===== config.mk =====
export PLATFORM = sky130hd
export DESIGN_NAME = vram_port
export DESIGN_NICKNAME = d
export VERILOG_FILES = /design/src/rtl/vram_port_pkg.sv /design/src/rtl/vport_addr_ctr.sv /design/src/rtl/vport_prefetch.sv /design/src/rtl/vram_port.sv
export SDC_FILE = /design/constraint.sdc
export NUM_CORES = 1
export LEC_CHECK = 0
export BUFFER_PORTS_ARGS = -buffer_cell sky130_fd_sc_hd__buf_4
export CAP_MARGIN = 20
export CORE_MARGIN = 2
export CORE_UTILIZATION = 40
export CTS_CLUSTER_SIZE = 10
export DETAILED_ROUTE_END_ITERATION = 10
export GPL_TIMING_DRIVEN = 0
export SYNTH_ARGS = -nofsm -noshare
export SYNTH_HDL_FRONTEND = slang
export SYNTH_SLANG_ARGS = --single-unit

===== constraint.sdc =====
create_clock -name clk -period 2.5 [get_ports clk]
set_clock_uncertainty 0.1 [all_clocks]
set_input_delay 0.5 -clock clk [delete_from_list [all_inputs] [get_ports clk]]
set_output_delay 0.5 -clock clk [all_outputs]
set_load 0.005 [all_outputs]

===== src/rtl/vram_port_pkg.sv =====
package vram_port_pkg;

    // register select codes seen on the byte bus
    typedef enum logic [2:0] {
        SEL_MODE    = 3'd0,
        SEL_ADDR_LO = 3'd1,
        SEL_ADDR_HI = 3'd2,
        SEL_WR_LO   = 3'd3,
        SEL_WR_HI   = 3'd4,
        SEL_RD_LO   = 3'd5,
        SEL_RD_HI   = 3'd6,
        SEL_SPARE   = 3'd7
    } port_sel_e;

    // step encoding held in mode bits 1:0
    typedef enum logic [1:0] {
        STEP_ONE  = 2'd0,
        STEP_MID  = 2'd1,
        STEP_BIG0 = 2'd2,
        STEP_BIG1 = 2'd3
    } step_code_e;

endpackage


===== src/rtl/vport_addr_ctr.sv =====
module vport_addr_ctr #(
    parameter int ADDR_W   = 16,
    parameter int BYTE_W   = 8,
    parameter int STEP_MED = 32,
    parameter int STEP_LRG = 128
) (
    input  logic              clk,
    input  logic              rst_n,
    input  logic              ld_lo,
    input  logic              ld_hi,
    input  logic [BYTE_W-1:0] ld_byte,
    input  logic              adv,
    input  logic [1:0]        step_sel,
    output logic [ADDR_W-1:0] addr_q,
    output logic [ADDR_W-1:0] addr_nx
);
    import vram_port_pkg::*;

    localparam int HI_W = ADDR_W - BYTE_W;

    logic [ADDR_W-1:0] addr_d;
    logic [ADDR_W-1:0] step_w;

    always_comb begin
        case (step_code_e'(step_sel))
            STEP_ONE: step_w = ADDR_W'(1);
            STEP_MID: step_w = ADDR_W'(STEP_MED);
            default:  step_w = ADDR_W'(STEP_LRG);
        endcase
    end

    always_comb begin
        addr_d = addr_q;
        if (ld_lo) begin
            addr_d[BYTE_W-1:0] = ld_byte;
        end else if (ld_hi) begin
            addr_d[ADDR_W-1:BYTE_W] = ld_byte[HI_W-1:0];
        end else if (adv) begin
            // natural wrap at 2**ADDR_W
            addr_d = addr_q + step_w;
        end
    end

    always_ff @(posedge clk) begin
        if (!rst_n) addr_q <= '0;
        else        addr_q <= addr_d;
    end

    assign addr_nx = addr_d;

endmodule


===== src/rtl/vport_prefetch.sv =====
module vport_prefetch #(
    parameter int WORD_W = 16
) (
    input  logic              clk,
    input  logic              rst_n,
    input  logic              issue,
    input  logic [WORD_W-1:0] mem_rdata,
    output logic [WORD_W-1:0] cur_word
);
    typedef struct packed {
        logic              pend;
        logic [WORD_W-1:0] word;
    } pf_st_t;

    pf_st_t st_d, st_q;

    always_comb begin
        // a refill in flight lands this cycle: forward it
        cur_word   = st_q.pend ? mem_rdata : st_q.word;
        st_d.word  = cur_word;
        st_d.pend  = issue;
    end

    always_ff @(posedge clk) begin
        if (!rst_n) st_q <= '0;
        else        st_q <= st_d;
    end

endmodule


===== src/rtl/vram_port.sv =====
module vram_port #(
    parameter int ADDR_W   = 16,
    parameter int BYTE_W   = 8,
    parameter int STEP_MED = 32,
    parameter int STEP_LRG = 128
) (
    input  logic                clk,
    input  logic                rst_n,
    input  logic [2:0]          bus_sel,
    input  logic                bus_wr,
    input  logic                bus_rd,
    input  logic [BYTE_W-1:0]   bus_wdata,
    output logic [BYTE_W-1:0]   bus_rdata,
    output logic [1:0]          map_sel,
    output logic                mem_rd,
    output logic                mem_wr,
    output logic [1:0]          mem_be,
    output logic [ADDR_W-1:0]   mem_addr,
    output logic [2*BYTE_W-1:0] mem_wdata,
    input  logic [2*BYTE_W-1:0] mem_rdata
);
    import vram_port_pkg::*;

    localparam int WORD_W = 2 * BYTE_W;

    typedef struct packed {
        logic              hi_trig;
        logic [1:0]        map;
        logic [1:0]        step;
        logic [BYTE_W-1:0] bus;
    } port_st_t;

    port_st_t st_d, st_q;

    port_sel_e         sel;
    logic              rd_act;
    logic              wr_mode, wr_alo, wr_ahi, wr_dlo, wr_dhi;
    logic              rd_dlo, rd_dhi;
    logic              trig_hi;
    logic              rd_hit, wr_hit, adv, fetch;
    logic [ADDR_W-1:0] addr_q, addr_nx;
    logic [WORD_W-1:0] cur_word;

    assign sel     = port_sel_e'(bus_sel);
    assign rd_act  = bus_rd & ~bus_wr;
    assign trig_hi = st_q.hi_trig;

    assign wr_mode = bus_wr && (sel == SEL_MODE);
    assign wr_alo  = bus_wr && (sel == SEL_ADDR_LO);
    assign wr_ahi  = bus_wr && (sel == SEL_ADDR_HI);
    assign wr_dlo  = bus_wr && (sel == SEL_WR_LO);
    assign wr_dhi  = bus_wr && (sel == SEL_WR_HI);
    assign rd_dlo  = rd_act && (sel == SEL_RD_LO);
    assign rd_dhi  = rd_act && (sel == SEL_RD_HI);

    assign rd_hit  = (rd_dlo & ~trig_hi) | (rd_dhi & trig_hi);
    assign wr_hit  = (wr_dlo & ~trig_hi) | (wr_dhi & trig_hi);
    assign adv     = rd_hit | wr_hit;
    assign fetch   = wr_alo | wr_ahi | rd_hit;

    vport_addr_ctr #(
        .ADDR_W  (ADDR_W),
        .BYTE_W  (BYTE_W),
        .STEP_MED(STEP_MED),
        .STEP_LRG(STEP_LRG)
    ) addr_i (
        .clk     (clk),
        .rst_n   (rst_n),
        .ld_lo   (wr_alo),
        .ld_hi   (wr_ahi),
        .ld_byte (bus_wdata),
        .adv     (adv),
        .step_sel(st_q.step),
        .addr_q  (addr_q),
        .addr_nx (addr_nx)
    );

    vport_prefetch #(
        .WORD_W(WORD_W)
    ) pf_i (
        .clk      (clk),
        .rst_n    (rst_n),
        .issue    (fetch),
        .mem_rdata(mem_rdata),
        .cur_word (cur_word)
    );

    always_comb begin
        st_d = st_q;
        if (wr_mode) begin
            st_d.hi_trig = bus_wdata[7];
            st_d.map     = bus_wdata[3:2];
            st_d.step    = bus_wdata[1:0];
        end
        if (rd_dlo)      st_d.bus = cur_word[BYTE_W-1:0];
        else if (rd_dhi) st_d.bus = cur_word[WORD_W-1:BYTE_W];
    end

    always_ff @(posedge clk) begin
        if (!rst_n) st_q <= '0;
        else        st_q <= st_d;
    end

    // mapping selector is carried but addresses pass straight through;
    // an address write fetches the freshly composed address
    assign mem_addr  = (wr_alo | wr_ahi) ? addr_nx : addr_q;
    assign mem_rd    = fetch;
    assign mem_wr    = wr_dlo | wr_dhi;
    assign mem_be    = {wr_dhi, wr_dlo};
    assign mem_wdata = {bus_wdata, bus_wdata};
    assign bus_rdata = st_q.bus;
    assign map_sel   = st_q.map;

endmodule


Word level (Yosys, flattened, before mapping)
Cells that the tools add are included.
{"block": "classes", "mux": 10, "n_eq_ne": 7, "n_reduce_logical": 10, "bitwise_logic": 13, "addsub": 1}
{"operator": "16-bit two-way mux", "count": 3}
{"operator": "8-bit two-way mux", "count": 6}
{"operator": "16-bit by 8-bit adder with 16-bit output", "count": 1}
{"operator": "8-bit case mux with 2 select lines", "count": 1}
{"operator": "3-bit equality test (second input constant)", "count": 3}
{"operator": "1-bit logical AND", "count": 7}
{"operator": "3-bit by 2-bit equality test with 1-bit output (second input constant)", "count": 2}
{"operator": "1-bit bitwise OR", "count": 6}
{"operator": "1-bit AND", "count": 5}
{"operator": "3-bit by 1-bit equality test with 1-bit output (second input constant)", "count": 1}
{"operator": "3-bit zero test", "count": 1}
{"operator": "2-bit by 1-bit equality test with 1-bit output (second input constant)", "count": 1}
{"operator": "2-bit zero test", "count": 1}
{"operator": "1-bit NOT", "count": 2}
{"operator": "2-bit nonzero test", "count": 1}
{"block": "word_totals", "regBits": 46, "output_inout_bits": 46, "in_bits": 31}

Longest topological paths before layout
{"block": "logic_depth", "depth_word": 10, "ltp_mapped": 8, "depth_no_buf": 8}

Hierarchy
Synthesis repeated with hierarchy kept, for this count alone.
{"block": "unflattened", "hier_cells": 344, "area_unflattened_um2": 3154.3}
{"module": "vport_addr_ctr", "n_inst": 1, "seq_area_each_um2": 320.3, "area_each_um2": 1241.2, "cells_each": 162}
{"module": "vram_port", "n_inst": 1, "seq_area_each_um2": 260.2, "area_each_um2": 1211.2, "cells_each": 129}
{"module": "vport_prefetch", "n_inst": 1, "seq_area_each_um2": 340.3, "area_each_um2": 701.9, "cells_each": 53}

Worst setup path after synthesis
No wires, ideal clock.
{"block": "synth_path", "path_type": "input to output", "startpoint": "input bus_sel[2]", "endpoint": "output mem_addr[0]", "required_time_ns": 1.900, "stages": 5, "path_buffers": 2, "slack_ns": 0.389, "t_arrival_ns": 1.511, "cell_sequence": "buf_2 > nor4bb_1 > clkbuf_1 > nand2_1 > nand2_1"}
{"block": "synth_between", "elab_chain_len": 9}
{"item": "start: declaration", "line": "vram_port.sv:9", "text": "input logic [2:0] bus_sel,"}
{"item": "3-bit equality test, or another cell as far along", "line": "vram_port.sv:53", "text": "assign rd_dlo = rd_act && (sel == SEL_RD_LO);"}
{"item": "1-bit logical AND (on tied branches)"}
{"item": "1-bit AND (on tied branches)", "line": "vram_port.sv:56, vram_port.sv:57"}
{"item": "1-bit bitwise OR (on tied branches)", "line": "vram_port.sv:56, vram_port.sv:57"}
{"item": "1-bit bitwise OR", "line": "vram_port.sv:58", "text": "assign adv = rd_hit | wr_hit;"}
{"item": "16-bit two-way mux", "line": "vport_addr_ctr.sv:38", "text": "end else if (adv) begin"}
{"item": "8-bit two-way mux", "line": "vport_addr_ctr.sv:36", "text": "end else if (ld_hi) begin"}
{"item": "8-bit two-way mux", "line": "vport_addr_ctr.sv:34", "text": "if (ld_lo) begin"}
{"item": "16-bit two-way mux *", "line": "vram_port.sv:106", "text": "assign mem_addr = (wr_alo | wr_ahi) ? addr_nx : addr_q;"}
{"item": "end: declaration", "line": "vram_port.sv:18", "text": "output logic [ADDR_W-1:0] mem_addr,"}
Mark *: on every way between the ends. The rest lies on a longest branch, timed or not.

Worst setup path after layout
Same ends and word-level chain as after synthesis.

==> flow_metrics.py <==
metrics = {
    "min_path": {
        "min_path_type": "in -> reg",
    },
    "floorplanning": {
        "io_pins": 77,
        "dieArea_sq_um": 6990,
        "start_util_pct": 40.6,
        "die_x_microns": 83.6,
        "rows": 29,
        "coreArea_sq_um": 6240,
        "die_h_microns": 83.6,
    },
    "synthesis": {
        "synth_fp_nets": 353,
        "synth-edff-count": 0,
        "yosys_most_used_dff": "dfxtp_1",
        "netlist_area_sq_um": 2540,
        "synth_top_area_share_pct": 36.3,
        "synth.top_cells.by_area": "dfxtp_1, mux2i_1, nand2_1",
        "synth_cell_types": 46,
        "yosysMostFrequentCell": "nand2_1",
        "synthCells": 318,
        "synth-seq-cells": 46,
        "yosysTopAreaCell": "dfxtp_1",
        "async_reset_ff_share_pct": 0,
        "yosysSeqAreaShare_pct": 36.3,
        "yosysWarnings": 0,
        "ys_top_cells_by_count": "nand2_1, dfxtp_1, nor2_1, mux2i_1, buf_4",
        "syn_area_per_cell_sq_um": 7.98,
    },
    "critical_path": {
        "path_max_fanout": 10,
        "path_buf_inv": 4,
        "crit_family": "buffers and inverters",
        "critPathSlowestCell": "clkbuf_2",
        "required_ps": 1900,
        "start_kind": "primary input",
        "crit_type": "in -> out",
        "crit_top_cell": "nand2_1",
        "crit_chain": "buf_4 -> buf_2 -> nor2b_1 -> nand2_1 -> clkbuf_2 -> nand2_1 -> nand2_1 -> buf_4",
        "arrival_ps": 1760,
        "endpoint_kind": "output port",
        "slowest_delay_ps": 260,
    },
    "timing": {
        "slew_headroom_pct": 60.3,
        "rsz0062_at_grt": "no",
        "finalCriticalPeriod_ps": 2360,
        "setup-violations-final": 0,
        "fmax_ghz": 0.424,
        "slew_violations": 0,
        "finalCritPeriodShare_pct": 94.3,
        "tightest_slew_ps": 593,
        "tns_ps": 0,
        "hold_viol": 0,
    },
    "pwr": {
        "p_sw_uw": 401,
        "power.internal_uw": 1190,
        "worst_ir_drop_vdd_mv": 0.239,
        "pwr-share-seq_pct": 48.5,
        "swShare_pct": 25.2,
        "p_total_uw": 1590,
        "clkPwrFrac_pct": 35.2,
        "pwr-share-comb_pct": 16.3,
        "leakage_uw": 0.00148,
        "powerDensity_nw_per_um2": 477,
    },
    "clock_network": {
        "htree_levels": 2,
        "numCtsBuffers": 5,
        "insertion_delay_ps": 300,
        "cts_setup_buffers": 0,
        "cts_tree": "done",
        "clk_pin_slew_ps": 90,
        "cts.sinks": 46,
        "ctsHoldBuffers": 0,
        "cts_buffer_depth": 2,
        "cts-root-buf": "clkbuf_8",
    },
    "routing": {
        "wire_per_inst_microns": 14.5,
        "viasPerCell": 5.19,
        "drt-initial-drc-count": 161,
        "first_pass_iters": 4,
        "route.vias.total": 2482,
        "wirelength_microns": 6950,
        "final_antenna_net_count": 0,
        "post-route-drc-count": 0,
    },
    "global_routing": {
        "grtUsageTotal_pct": 19.8,
        "grt_pass1_vias": 2252,
        "grt_max_degree": 15,
        "antenna_found_initial": 0,
        "grt_overflow": 0,
        "grt_pass1_wl_microns": 11200,
    },
    "cells_and_area": {
        "area_growth_pct": 31.4,
        "nets": 435,
        "final_cell_area_sq_um": 3330,
        "final_cells": 478,
        "drive_above_1_share_pct": 29.7,
        "diodes": 0,
    },
    "placed_design": {
        "port-buffer-count": 76,
        "place_area_sq_um": 3200,
        "placed_cells": 471,
        "place.gp.congestion": 0.857,
        "place_hpwl_microns": 5160,
    },
    "outcome": {
        "status": "finished, final reports clean",
    },
    "run": {
        "drv_cap": 0,
    },
}
per-layer routing:
layer,track usage (%),wire [microns],vias up
li1,-,-,1255
met1,28.1,3260,1150
met2,30.8,3190,66
met3,3.46,371,11
met4,5.87,123,0
met5,0,0,-
metrics by stage:
stage	worst slack [ps]	hold slack (ps)	utilization [%]
floorplan	389	350	-
global placement	-294	344	51.3
detailed placement	-268	357	51.3
CTS	14.8	358	53.2
global route	22.3	378	53.4
finish	142	361	53.4
sequential cells by signal, indices dropped and copies added, names as in the netlist:
signal / cells
pf_i.st_q: 17
addr_i.addr_q: 16
bus_rdata: 8
map_sel: 2
st_q: 2
trig_hi: 1
worst min-delay path, cell delays in order:
cell     delay [ps]
buf_4            80
mux2i_1          70
nor2_1           80
placed cells by master (no fill, tap or decap), drive strengths merged, types with 6 or more instances in the layout:
cell type	synthesis	final
a21oi	17	17
nand3	10	10
o22ai	9	9
mux2i	24	24
nand2	57	57
clkbuf	12	17
and3	8	8
xor2	7	7
nor2	39	39
o211ai	6	6
dfxtp	46	46
o21ai	13	13
buf	23	99
kinds of logic (layout without fill, tap and decap cells):
logic type / count (synthesis) / count (layout) / synth area share (%)
simple gates: 136 / 136 / 24.5
compound gates: 60 / 60 / 15.3
flops: 46 / 46 / 36.3
buf+inv: 38 / 121 / 8.73
mux: 25 / 25 / 10.1
xor+xnor: 9 / 9 / 3.11
fa+ha+maj: 4 / 4 / 1.97
worst paths after layout:
path	from	endpoint	cells after the start	slack, ps
worst max-delay path	bus_sel[2]	mem_addr[0]	8	140
worst min-delay path	mem_rdata[5]	pf_i.st_q[5]$_SDFF_PN0_	3	360
worst max register to register	st_q[9]$_SDFFE_PN0P_	addr_i.addr_q[8]$_SDFF_PN0_	8	280
worst min register to register	bus_rdata[7]$_SDFFE_PN0P_	bus_rdata[7]$_SDFFE_PN0P_	2	360
power groups by stage:
| stage | clock network (uW) | logic [uW] | registers (uW) |
|---|---|---|---|
| 6_report | 559 | 259 | 770 |
| 4_1_cts | 574 | 259 | 770 |
| 3_5_place_dp | 0 | 257 | 787 |
| 5_1_grt | 602 | 284 | 773 |
| 3_3_place_gp | 0 | 253 | 786 |
| 2_1_floorplan | 0 | 128 | 783 |
cell type report:
| cell class | instances | area [sq um] |
|---|---|---|
| clock buffer | 6 | 72.6 |
| buffer | 34 | 211 |
| inverter | 3 | 11.3 |
| tap | 77 | 96.3 |
| timing repair buffer | 76 | 571 |
| sequential | 46 | 921 |
| clock inverter | 2 | 37.5 |
| fill | 635 | 2910 |
| multi-input combinational | 234 | 1410 |
what timing repair did:
item	4_1_cts	5_1_grt
cloned	0	0
resized for setup	2	8
pin swaps	0	0
setup endpoints to repair	8	16
Power figures use the tool's default switching activity.
